**config.mk**
```make
export PLATFORM = sky130hd
export DESIGN_NAME = pgwalk_top
export DESIGN_NICKNAME = d
export VERILOG_FILES = /design/src/rtl/pgw_pkg.sv /design/src/rtl/pgw_seq.sv /design/src/rtl/pgw_path.sv /design/src/rtl/pgwalk_top.sv
export SDC_FILE = /design/constraint.sdc
export NUM_CORES = 1
export LEC_CHECK = 0
export BUFFER_PORTS_ARGS = -buffer_cell sky130_fd_sc_hd__buf_2
export CORE_ASPECT_RATIO = 1.5
export CORE_MARGIN = 2
export CORE_UTILIZATION = 40
export CTS_BUF_LIST = sky130_fd_sc_hd__clkbuf_16
export CTS_CLUSTER_DIAMETER = 80
export CTS_CLUSTER_SIZE = 14
export DETAILED_ROUTE_END_ITERATION = 12
export PLACE_DENSITY = 0.65
export SLEW_MARGIN = 15
export SYNTH_ARGS = -nofsm -noshare
export SYNTH_HDL_FRONTEND = slang
export SYNTH_SLANG_ARGS = --single-unit
```
**constraint.sdc**
```tcl
create_clock -name clk -period 1.8 [get_ports clk]
set_input_delay 0.36 -clock clk [delete_from_list [all_inputs] [get_ports clk]]
set_output_delay 0.36 -clock clk [all_outputs]
set_load 0.02 [all_outputs]
```
**src/rtl/pgw_pkg.sv**
```systemverilog
// Shared types for the address walker.
package pgw_pkg;
    // Walk phases: idle, directory read, table read, result
    typedef enum logic [1:0] {
        WALK_IDLE = 2'd0,
        WALK_DIR  = 2'd1,
        WALK_TBL  = 2'd2,
        WALK_DONE = 2'd3
    } walk_state_t;
endpackage

```
**src/rtl/pgw_seq.sv**
```systemverilog
// Walk sequencer: owns the phase, the one-read-outstanding flag and the
// fault flag. Assumes memory answers every accepted read with exactly one
// response, and answers it after the read is accepted.
module pgw_seq
    import pgw_pkg::*;
(
    input  logic        clk,
    input  logic        rst_n,
    input  logic        req_valid,
    input  logic        xlat_en,
    input  logic        rd_ready,
    input  logic        rsp_valid,
    input  logic        rsp_present,
    output walk_state_t state_o,
    output logic        req_ready,
    output logic        rd_valid,
    output logic        accept,
    output logic        bypass,
    output logic        take_dir,
    output logic        take_tbl,
    output logic        fault_o
);
    walk_state_t state_q;
    logic        issued_q;
    logic        fault_q;
    logic        fetching;
    logic        take_rsp;

    // Handshake decode for the request, read and response ports
    always_comb begin
        req_ready = (state_q == WALK_IDLE);
        accept    = req_ready && req_valid;
        bypass    = accept && !xlat_en;
        fetching  = (state_q == WALK_DIR) || (state_q == WALK_TBL);
        rd_valid  = fetching && !issued_q;
        take_rsp  = fetching && issued_q && rsp_valid;
        take_dir  = take_rsp && (state_q == WALK_DIR);
        take_tbl  = take_rsp && (state_q == WALK_TBL);
    end

    // Phase transitions, outstanding-read tracking and fault capture
    always_ff @(posedge clk) begin
        if (!rst_n) begin
            state_q  <= WALK_IDLE;
            issued_q <= 1'b0;
            fault_q  <= 1'b0;
        end else begin
            if (rd_valid && rd_ready) begin
                issued_q <= 1'b1;
            end
            case (state_q)
                WALK_IDLE: begin
                    if (accept) begin
                        fault_q <= 1'b0;
                        state_q <= xlat_en ? WALK_DIR : WALK_DONE;
                    end
                end
                WALK_DIR: begin
                    if (take_dir) begin
                        issued_q <= 1'b0;
                        if (rsp_present) begin
                            state_q <= WALK_TBL;
                        end else begin
                            fault_q <= 1'b1;
                            state_q <= WALK_DONE;
                        end
                    end
                end
                WALK_TBL: begin
                    if (take_tbl) begin
                        issued_q <= 1'b0;
                        fault_q  <= !rsp_present;
                        state_q  <= WALK_DONE;
                    end
                end
                default: begin
                    state_q <= WALK_IDLE;
                end
            endcase
        end
    end

    assign state_o = state_q;
    assign fault_o = fault_q;

    // the result phase never lasts more than one cycle
    p_done_once_r9: assert property (@(posedge clk) disable iff (!rst_n)
        (state_q == WALK_DONE) |=> (state_q == WALK_IDLE));

    // a missing directory entry goes straight to the result phase
    p_dir_miss_r5: assert property (@(posedge clk) disable iff (!rst_n)
        (take_dir && !rsp_present) |=> (state_q == WALK_DONE) && fault_q);
endmodule

```
**src/rtl/pgw_path.sv**
```systemverilog
// Walk datapath: holds the captured request, forms the entry addresses
// and builds the physical address. Assumes ADDR_W = OFF_W + 2*IDX_W and
// that entries are 4 bytes wide (OFF_W - IDX_W = 2).
module pgw_path #(
    parameter int ADDR_W = 32,
    parameter int IDX_W  = 10,
    parameter int OFF_W  = 12
) (
    input  logic              clk,
    input  logic              rst_n,
    input  logic              accept,
    input  logic              bypass,
    input  logic              take_dir,
    input  logic              take_tbl,
    input  logic              sel_tbl,
    input  logic              rsp_present,
    input  logic [ADDR_W-1:0] req_lin,
    input  logic [ADDR_W-OFF_W-1:0] dir_frame,
    input  logic [ADDR_W-OFF_W-1:0] rsp_frame,
    output logic [ADDR_W-1:0] rd_addr,
    output logic [ADDR_W-1:0] phys
);
    localparam int BASE_W = ADDR_W - OFF_W;
    localparam int PAD_W  = OFF_W - IDX_W;

    logic [ADDR_W-1:0] lin_q;
    logic [BASE_W-1:0] dframe_q;
    logic [BASE_W-1:0] tframe_q;
    logic [ADDR_W-1:0] phys_q;
    logic [IDX_W-1:0]  dir_idx;
    logic [IDX_W-1:0]  tbl_idx;
    logic [ADDR_W-1:0] dir_addr;
    logic [ADDR_W-1:0] tbl_addr;

    // Entry addresses from the captured frames and linear-address indices
    always_comb begin
        dir_idx  = lin_q[ADDR_W-1 -: IDX_W];
        tbl_idx  = lin_q[OFF_W +: IDX_W];
        dir_addr = {dframe_q, dir_idx, {PAD_W{1'b0}}};
        tbl_addr = {tframe_q, tbl_idx, {PAD_W{1'b0}}};
        rd_addr  = sel_tbl ? tbl_addr : dir_addr;
    end

    // Capture request, table frame and final physical address
    always_ff @(posedge clk) begin
        if (!rst_n) begin
            lin_q    <= '0;
            dframe_q <= '0;
            tframe_q <= '0;
            phys_q   <= '0;
        end else begin
            if (accept) begin
                lin_q    <= req_lin;
                dframe_q <= dir_frame;
                phys_q   <= bypass ? req_lin : '0;
            end
            if (take_dir) begin
                tframe_q <= rsp_frame;
            end
            if (take_tbl) begin
                phys_q <= rsp_present ? {rsp_frame, lin_q[OFF_W-1:0]} : '0;
            end
        end
    end

    assign phys = phys_q;

    // the captured request stays put until the next accept
    p_lin_hold_r2: assert property (@(posedge clk) disable iff (!rst_n)
        !accept |=> $stable(lin_q));
endmodule

```
**src/rtl/pgwalk_top.sv**
```systemverilog
// Two-level address walker top: wires sequencer and datapath to the
// request, memory and result ports. Assumes a memory that returns one
// response per accepted read; only one read is ever outstanding.
module pgwalk_top #(
    parameter int ADDR_W = 32,
    parameter int IDX_W  = 10,
    parameter int OFF_W  = 12
) (
    input  logic              clk,
    input  logic              rst_n,
    input  logic              xlat_en,
    input  logic [ADDR_W-1:0] dir_base,
    input  logic              req_valid,
    input  logic [ADDR_W-1:0] req_lin,
    output logic              req_ready,
    output logic              mem_rd_valid,
    output logic [ADDR_W-1:0] mem_rd_addr,
    input  logic              mem_rd_ready,
    input  logic              mem_rsp_valid,
    input  logic [ADDR_W-1:0] mem_rsp_data,
    output logic              res_valid,
    output logic [ADDR_W-1:0] res_phys,
    output logic              res_fault
);
    import pgw_pkg::*;

    localparam int BASE_W = ADDR_W - OFF_W;

    walk_state_t state;
    logic        accept;
    logic        bypass;
    logic        take_dir;
    logic        take_tbl;
    logic        present;
    logic        unused_ctrl;

    assign present     = mem_rsp_data[0];
    assign unused_ctrl = ^{mem_rsp_data[OFF_W-1:1], dir_base[OFF_W-1:0]};

    pgw_seq u_seq (
        .clk         (clk),
        .rst_n       (rst_n),
        .req_valid   (req_valid),
        .xlat_en     (xlat_en),
        .rd_ready    (mem_rd_ready),
        .rsp_valid   (mem_rsp_valid),
        .rsp_present (present),
        .state_o     (state),
        .req_ready   (req_ready),
        .rd_valid    (mem_rd_valid),
        .accept      (accept),
        .bypass      (bypass),
        .take_dir    (take_dir),
        .take_tbl    (take_tbl),
        .fault_o     (res_fault)
    );

    pgw_path #(
        .ADDR_W (ADDR_W),
        .IDX_W  (IDX_W),
        .OFF_W  (OFF_W)
    ) u_path (
        .clk         (clk),
        .rst_n       (rst_n),
        .accept      (accept),
        .bypass      (bypass),
        .take_dir    (take_dir),
        .take_tbl    (take_tbl),
        .sel_tbl     (state == WALK_TBL),
        .rsp_present (present),
        .req_lin     (req_lin),
        .dir_frame   (dir_base[ADDR_W-1:OFF_W]),
        .rsp_frame   (mem_rsp_data[ADDR_W-1 -: BASE_W]),
        .rd_addr     (mem_rd_addr),
        .phys        (res_phys)
    );

    // Result strobe is the one-cycle result phase
    assign res_valid = (state == WALK_DONE);

    // a pending read keeps its request and address until taken
    p_rd_hold_r8: assert property (@(posedge clk) disable iff (!rst_n)
        (mem_rd_valid && !mem_rd_ready) |=> mem_rd_valid && $stable(mem_rd_addr));

    // result strobe is a single-cycle pulse
    p_res_pulse_r9: assert property (@(posedge clk) disable iff (!rst_n)
        res_valid |=> !res_valid);

    // no new request is taken while a read is pending
    p_busy_r7: assert property (@(posedge clk) disable iff (!rst_n)
        mem_rd_valid |-> !req_ready);

    // translation off returns the linear address next cycle, no fault
    p_bypass_r1: assert property (@(posedge clk) disable iff (!rst_n)
        (req_valid && req_ready && !xlat_en) |=>
            res_valid && !res_fault && (res_phys == $past(req_lin)) && !mem_rd_valid);

    // a faulted result carries a zero address
    p_fault_zero_r5: assert property (@(posedge clk) disable iff (!rst_n)
        (res_valid && res_fault) |-> (res_phys == '0));
endmodule

```
==> results of run 1 <==
## where the power goes
| part | leakage, nW | switching [mW] | internal (mW) | total (mW) |
|---|---|---|---|---|
| clock | 0.145 | 0.969 | 1.11 | 2.07 |
| combinational | 1.90 | 2.02 | 1.77 | 3.79 |
| sequential | 0.885 | 0.313 | 2.84 | 3.15 |
## critical path: stages (launching register included)
cell                      delay (ns)
sky130_fd_sc_hd__dfxtp_2        0.33
sky130_fd_sc_hd__inv_2          0.07
sky130_fd_sc_hd__ha_4           0.16
sky130_fd_sc_hd__buf_6          0.13
sky130_fd_sc_hd__buf_12         0.14
sky130_fd_sc_hd__mux2_4         0.33
sky130_fd_sc_hd__buf_6          0.14
## cell families after synthesis
group                    after synthesis  synth area share
flip-flops                           108            0.4060
AND/OR/NAND/NOR                      226            0.1953
other                                  1         0.0007042
AO/OA/AOI/OAI                        178            0.2415
adder cells (fa/ha/maj)                4          0.009399
buffers and inverters                 61           0.07989
multiplexers                          32           0.06720
## cell usage in the layout, fill, tap and decap left out, types with 18 or more instances in the layout
master / instances
sky130_fd_sc_hd__a21boi_0: 73
sky130_fd_sc_hd__a21oi_1: 27
sky130_fd_sc_hd__buf_2: 112
sky130_fd_sc_hd__buf_4: 18
sky130_fd_sc_hd__buf_6: 35
sky130_fd_sc_hd__dfxtp_1: 106
sky130_fd_sc_hd__mux2_4: 30
sky130_fd_sc_hd__nand2_1: 146
sky130_fd_sc_hd__nand3_1: 32
sky130_fd_sc_hd__nor2b_1: 23
sky130_fd_sc_hd__o21ai_0: 33
sky130_fd_sc_hd__o31ai_2: 20
## metal layers
layer / wire length, um / global-route usage / vias up
li1: - / - / 2371
met1: 6539 / 0.2609 / 2325
met2: 8718 / 0.4024 / 145
met3: 744 / 0.04239 / 46
met4: 660 / 0.1089 / 0
met5: 0 / 0 / -
## sequential cells by signal (all words and copies together) (netlist names)
name and cells:
u_seq.state_o 2, u_seq.fault_o 1, u_path.tframe_q 20, u_path.lin_q 32
u_path.dframe_q 20, u_seq.issued_q 1, u_path.phys 32
## cell type report
cell class / instances / area share
sequential: 108 / 0.2994
inverter: 3 / 0.001556
timing repair buffer: 184 / 0.2093
antenna: 4 / 0.001383
multi-input combinational: 443 / 0.4183
clock buffer: 9 / 0.03111
clock inverter: 7 / 0.01141
tap: 159 / 0.02748
## worst min path at each step
stage / slack [ns] / depth (start not counted) / to / start
after global routing: 0.24 / 3 / u_path.dframe_q[2]$_SDFFE_PN0N_ / dir_base[14]
after detailed placement: 0.45 / 2 / u_path.tframe_q[5]$_SDFFE_PN0P_ / u_path.tframe_q[5]$_SDFFE_PN0P_
after floorplan: 0.44 / 2 / u_path.tframe_q[15]$_SDFFE_PN0P_ / u_path.tframe_q[15]$_SDFFE_PN0P_
after global placement: 0.45 / 2 / u_path.lin_q[17]$_SDFFE_PN0N_ / u_path.lin_q[17]$_SDFFE_PN0N_
final: 0.25 / 3 / u_path.dframe_q[3]$_SDFFE_PN0N_ / dir_base[15]
after CTS: 0.24 / 3 / u_path.dframe_q[3]$_SDFFE_PN0N_ / dir_base[15]
## timing repair
item / CTS / global route
gates resized for setup: 102 / 33
cloned: 5 / 3
endpoints found under the setup margin: 52 / 69
pin swaps: 1 / 1
buffers inserted: 12 / 4
## per-stage QoR
stage               power, mW  worst slack (ns)  hold WS [ns]  utilization
global route            9.449           -0.2720        0.2434       0.5560
global placement        5.975          0.002332        0.4469       0.4712
detailed placement      6.062          -0.02505        0.4538       0.4712
floorplan               5.111           0.08698        0.4399            -
finish                  9.014           -0.2197        0.2453       0.5560
CTS                     8.813           -0.2317        0.2350       0.5374
==> impl_metrics.yaml, run 1 <==
yosys:
  netlist_top_cells_count: "sky130_fd_sc_hd__nand2_1 (147), sky130_fd_sc_hd__dfxtp_1 (108), sky130_fd_sc_hd__a21boi_0 (73)"
  number_of_flops_mapped_to_enable_cells_by_yosys: 0
  synth.avg_cell_area_um2: 8.730
  syn-instance-count: 610
  synthDistinctLibCells: 38
  synth.most_common_cell: "sky130_fd_sc_hd__nand2_1"
  synth.yosys.warnings: 0
  ys_top_cells_by_area: "sky130_fd_sc_hd__dfxtp_1 (41%), sky130_fd_sc_hd__nand2_1 (10%), sky130_fd_sc_hd__a21boi_0 (10%), sky130_fd_sc_hd__mux2_2 (6.3%), sky130_fd_sc_hd__o31ai_2 (5.2%)"
  synth_flop_cell: "sky130_fd_sc_hd__dfxtp_1"
  synth_top_area_cell: "sky130_fd_sc_hd__dfxtp_1"
  ys_seq_elements: 108
  synth_seq_area_share: 0.4060
  async_flop_share: 0
  synth.cell_area_um2: 5325
  yosys.area.top_type_share: 0.4060
route:
  first_iteration_detailed_routing_drc_count: 188
  num_vias: 4887
  drcViolationCount: 0
  route.antenna.remaining_nets: 0
  drt-pass1-iter-count: 6
  route.detailed.vias_per_inst: 5.329
  wl_per_cell_um: 18.17
  wl_um: 16660
run_status:
  status: "finished with violations"
  violations: "setup timing"
layout:
  postLayoutCellArea_um2: 7238
  post_route_cells_drive_above_1_share: 0.3740
  fillerInstances: 1202
  multi_input_comb_area_um2: 3028
  areaGrowthSynthToFinish_pct: 35.93
  instances_no_fill: 917
  sequential_cell_area_um2: 2167
  final_net_count: 855
cts:
  ctsRootBufferMaster: "sky130_fd_sc_hd__clkbuf_16"
  clk_transition_reported_paths_ns: 0.08
  quantity_of_hold_fixing_buffers_added_after_cts: 0
  numClockSinks: 108
  worst_skew_pair.late_latency_ns: 0.35
  cts_tree: "yes"
  clock_tree.buffer_depth: 2
  htree_num_levels: 3
  numCtsBuffers: 9
floorplan:
  die_area_um2: 14270
  die_x_um: 98.21
  io_pins: 170
  start_util: 0.4091
  rows: 51
  die-height_um: 145.3
  design.core.area_um2: 13020
critical_path:
  critical_path_fanouts_max: 8
  crit_start: "u_seq.state_o[0]$_SDFFE_PN0P_"
  worstPathArrival_ns: 1.66
  rr_endpoint: "u_path.phys[15]$_SDFFE_PN0P_"
  sort_of_element_at_the_start_of_the_critical_path: "register"
  rrSetupSlack_ns: -0.04
  worst_setup_path_endpoint: "mem_rd_addr[4]"
  worst_setup_path_end_kind: "primary output"
  required_ns: 1.44
  regToRegStartpoint: "u_seq.state_o[0]$_SDFFE_PN0P_"
  worstSetupPathType: "reg2out"
  reg2reg_depth: 10
timing:
  slew_viol_final: 0
  fin_setup_tns_ns: -5.941
  final-hold-violation-count: 0
  timing.final.setup_violations: 44
  layout_min_cycle_time_ns: 2.020
  grt_setup_unrepaired: "yes"
  fin_crit_sh: 1.122
  fmax_ghz: 0.4951
  fin_ws_ns: -0.2197
  fin_worst_skew_ns: 0.005255
global_routing:
  global_route_wire_length_before_repair_um: 26040
  antenna_found_initial: 4
  global_route.usage.total: 0.2274
  maximum_number_of_pins_on_one_net_before_global_route_repair: 63
  vias_in_the_first_global_route: 5016
  grt_overflow: 0
place:
  dp_hpwl_um: 10560
  detailed_place.area_um2: 6133
  dp_cells: 876
  gp_routability_congestion: 0.8744
  number_of_buffer_cells_added_on_primary_ports: 144
min_path:
  hold_path_class: "in2reg"
job:
  max-cap-violations: 0
power:
  cell_leakage_power_nw: 2.930
  irDropWorstVdd_v: 0.0004956
  powerDensity_nw_per_um2: 1245
(Power assumes the default switching activity.)
==> run 2, diff against run 1 <==
Settings changed: SETUP_SLACK_MARGIN set to 0.3.
==> impl_metrics.yaml, run 2 (synthesis results as in run 1) <==
run_status:
  status: "finished with violations"
  violations: "setup timing"
floorplan:
  start_util: 0.4091
  rows: 51
  io_pins: 170
  die-height_um: 145.3
  design.core.area_um2: 13020
  die_x_um: 98.21
  die_area_um2: 14270
route:
  first_iteration_detailed_routing_drc_count: 240
  wl_met3_um: 940
  drcViolationCount: 0
  route.met2.wl_um: 11160
  num_vias: 5384
  drt-pass1-iter-count: 7
  m1WireLength_um: 7612
  wl_per_cell_um: 21.10
  route.antenna.remaining_nets: 0
  route.detailed.vias_per_inst: 5.568
  wl_um: 20400
  dr.max_layer_used: "met4"
power:
  powerDensity_nw_per_um2: 1258
  cell_leakage_power_nw: 3.800
  irDropWorstVdd_v: 0.0006438
cts:
  quantity_of_hold_fixing_buffers_added_after_cts: 0
  worst_skew_pair.late_latency_ns: 0.34
  htree_num_levels: 3
  cts_tree: "yes"
  clock_tree.buffer_depth: 2
  numClockSinks: 108
  clk_transition_reported_paths_ns: 0.07
  numCtsBuffers: 9
  ctsRootBufferMaster: "sky130_fd_sc_hd__clkbuf_16"
min_path:
  hold_path_class: "in2reg"
  hold_start: "dir_base[22]"
  hold-path-endpoint: "u_path.dframe_q[10]$_SDFFE_PN0N_"
  holdPathStages: 3
critical_path:
  reg2reg_depth: 11
  worstSetupPathType: "reg2out"
  critical_path_fanouts_max: 6
  worst_setup_path_end_kind: "primary output"
  worstPathArrival_ns: 1.68
  sort_of_element_at_the_start_of_the_critical_path: "register"
  rr_endpoint: "u_path.phys[5]$_SDFFE_PN0P_"
  regToRegStartpoint: "u_seq.state_o[0]$_SDFFE_PN0P_"
  rrSetupSlack_ns: -0.19
  required_ns: 1.44
place:
  dp_hpwl_um: 10550
  number_of_buffer_cells_added_on_primary_ports: 144
  gp_routability_congestion: 0.8889
timing:
  layout_min_cycle_time_ns: 2.045
  final-hold-violation-count: 0
  fmax_ghz: 0.4891
  worstMarginPinSlew_ns: 0.5364
  slew_viol_final: 0
  timing.hold.ws_ns: 0.2497
  fin_setup_tns_ns: -10.80
  fin_worst_skew_ns: 0.004459
  fin_crit_sh: 1.136
  grt_setup_unrepaired: "yes"
  slew_headroom: 0.6424
  fin_ws_ns: -0.2446
  timing.final.setup_violations: 67
global_routing:
  global_route.usage.total: 0.2326
  antenna_found_initial: 3
  global_route_wire_length_before_repair_um: 26740
  grt_overflow: 0
  maximum_number_of_pins_on_one_net_before_global_route_repair: 64
  vias_in_the_first_global_route: 5118
layout:
  final_net_count: 906
  commonest_non_fill_non_tap_cell_in_the_layout: "sky130_fd_sc_hd__buf_2"
  post_route_cells_drive_above_1_share: 0.5801
  areaGrowthSynthToFinish_pct: 68.54
  layout_common_cells: "sky130_fd_sc_hd__buf_2 (112), sky130_fd_sc_hd__dfxtp_1 (106), sky130_fd_sc_hd__nand2_1 (64), sky130_fd_sc_hd__buf_6 (55), sky130_fd_sc_hd__nand2_4 (44)"
job:
  max-cap-violations: 0
-- run 2: cell types whose count changed in the layout (fill, tap and decap cells not counted), moves of 9 or more --
cell / delta
sky130_fd_sc_hd__a21boi_2: +37
sky130_fd_sc_hd__nand2_2: +37
sky130_fd_sc_hd__o31ai_2: -10
sky130_fd_sc_hd__a21boi_1: +35
sky130_fd_sc_hd__a21boi_0: -72
sky130_fd_sc_hd__nand2_4: +44
sky130_fd_sc_hd__clkbuf_16: +9
sky130_fd_sc_hd__nand2_1: -82
sky130_fd_sc_hd__o31ai_4: +13
sky130_fd_sc_hd__buf_6: +20
-- run 2: how the worst max path moves through the flow --
stage	startpoint	end	slack, ns
finish	u_seq.state_o[0]$_SDFFE_PN0P_	mem_rd_addr[3]	-0.24
global route	u_seq.state_o[0]$_SDFFE_PN0P_	mem_rd_addr[15]	-0.29
CTS	u_seq.state_o[0]$_SDFFE_PN0P_	mem_rd_addr[3]	-0.25
detailed placement	u_seq.state_o[0]$_SDFFE_PN0P_	mem_rd_addr[10]	0.12
global placement	u_seq.state_o[0]$_SDFFE_PN0P_	mem_rd_addr[10]	0.15
floorplan	u_seq.state_o[0]$_SDFFE_PN0P_	mem_rd_addr[10]	0.27
-- run 2: repair_timing --
item | in CTS | in global routing
setup buffers | 14 | 31
gates resized for setup | 147 | 273
cloned | 13 | 16
endpoints found under the setup margin | 115 | 141
pin swaps | 25 | 61
hold endpoints to repair | 0 | 0
-- run 2: worst max-delay path: stages, from the launching register on --
cell,delay (ns)
sky130_fd_sc_hd__dfxtp_4,0.35
sky130_fd_sc_hd__inv_4,0.06
sky130_fd_sc_hd__ha_4,0.22
sky130_fd_sc_hd__buf_12,0.14
sky130_fd_sc_hd__buf_16,0.13
sky130_fd_sc_hd__mux2_4,0.31
sky130_fd_sc_hd__buf_6,0.13
-- run 2: where the power goes --
group | internal, mW | total, mW | switching [mW]
combinational | 3.07 | 5.84 | 2.77
clock | 1.34 | 2.21 | 0.870
sequential | 2.84 | 3.24 | 0.392
-- run 2: area by class of cell --
type | instances | area (um2)
well taps | 159 | 198.9
clock buffers | 9 | 225.2
repair buffers | 233 | 2429
multi-input cells | 445 | 3822
fillers | 941 | 4043
clock inverters | 7 | 106.4
inverters | 3 | 16.27
diodes | 3 | 7.507
flip-flops and latches | 108 | 2170
-- run 2: layer usage --
layer,vias to the layer above,GRT usage
met2,190,0.4243
met4,0,0.09795
met5,-,0
met3,47,0.03950
met1,2661,0.2641
li1,2486,-
-- run 2: per-stage QoR --
step	instance area (um2)	utilization	power [mW]	setup slack, ns	instances
6_report	8975	0.6894	11.29	-0.2446	967
5_1_grt	8975	0.6894	11.71	-0.2912	967
4_1_cts	7585	0.5827	9.606	-0.2460	917
3_5_place_dp	6275	0.4820	6.204	0.1239	874
3_3_place_gp	6275	0.4820	6.116	0.1495	874
2_1_floorplan	5504	-	5.329	0.2664	611
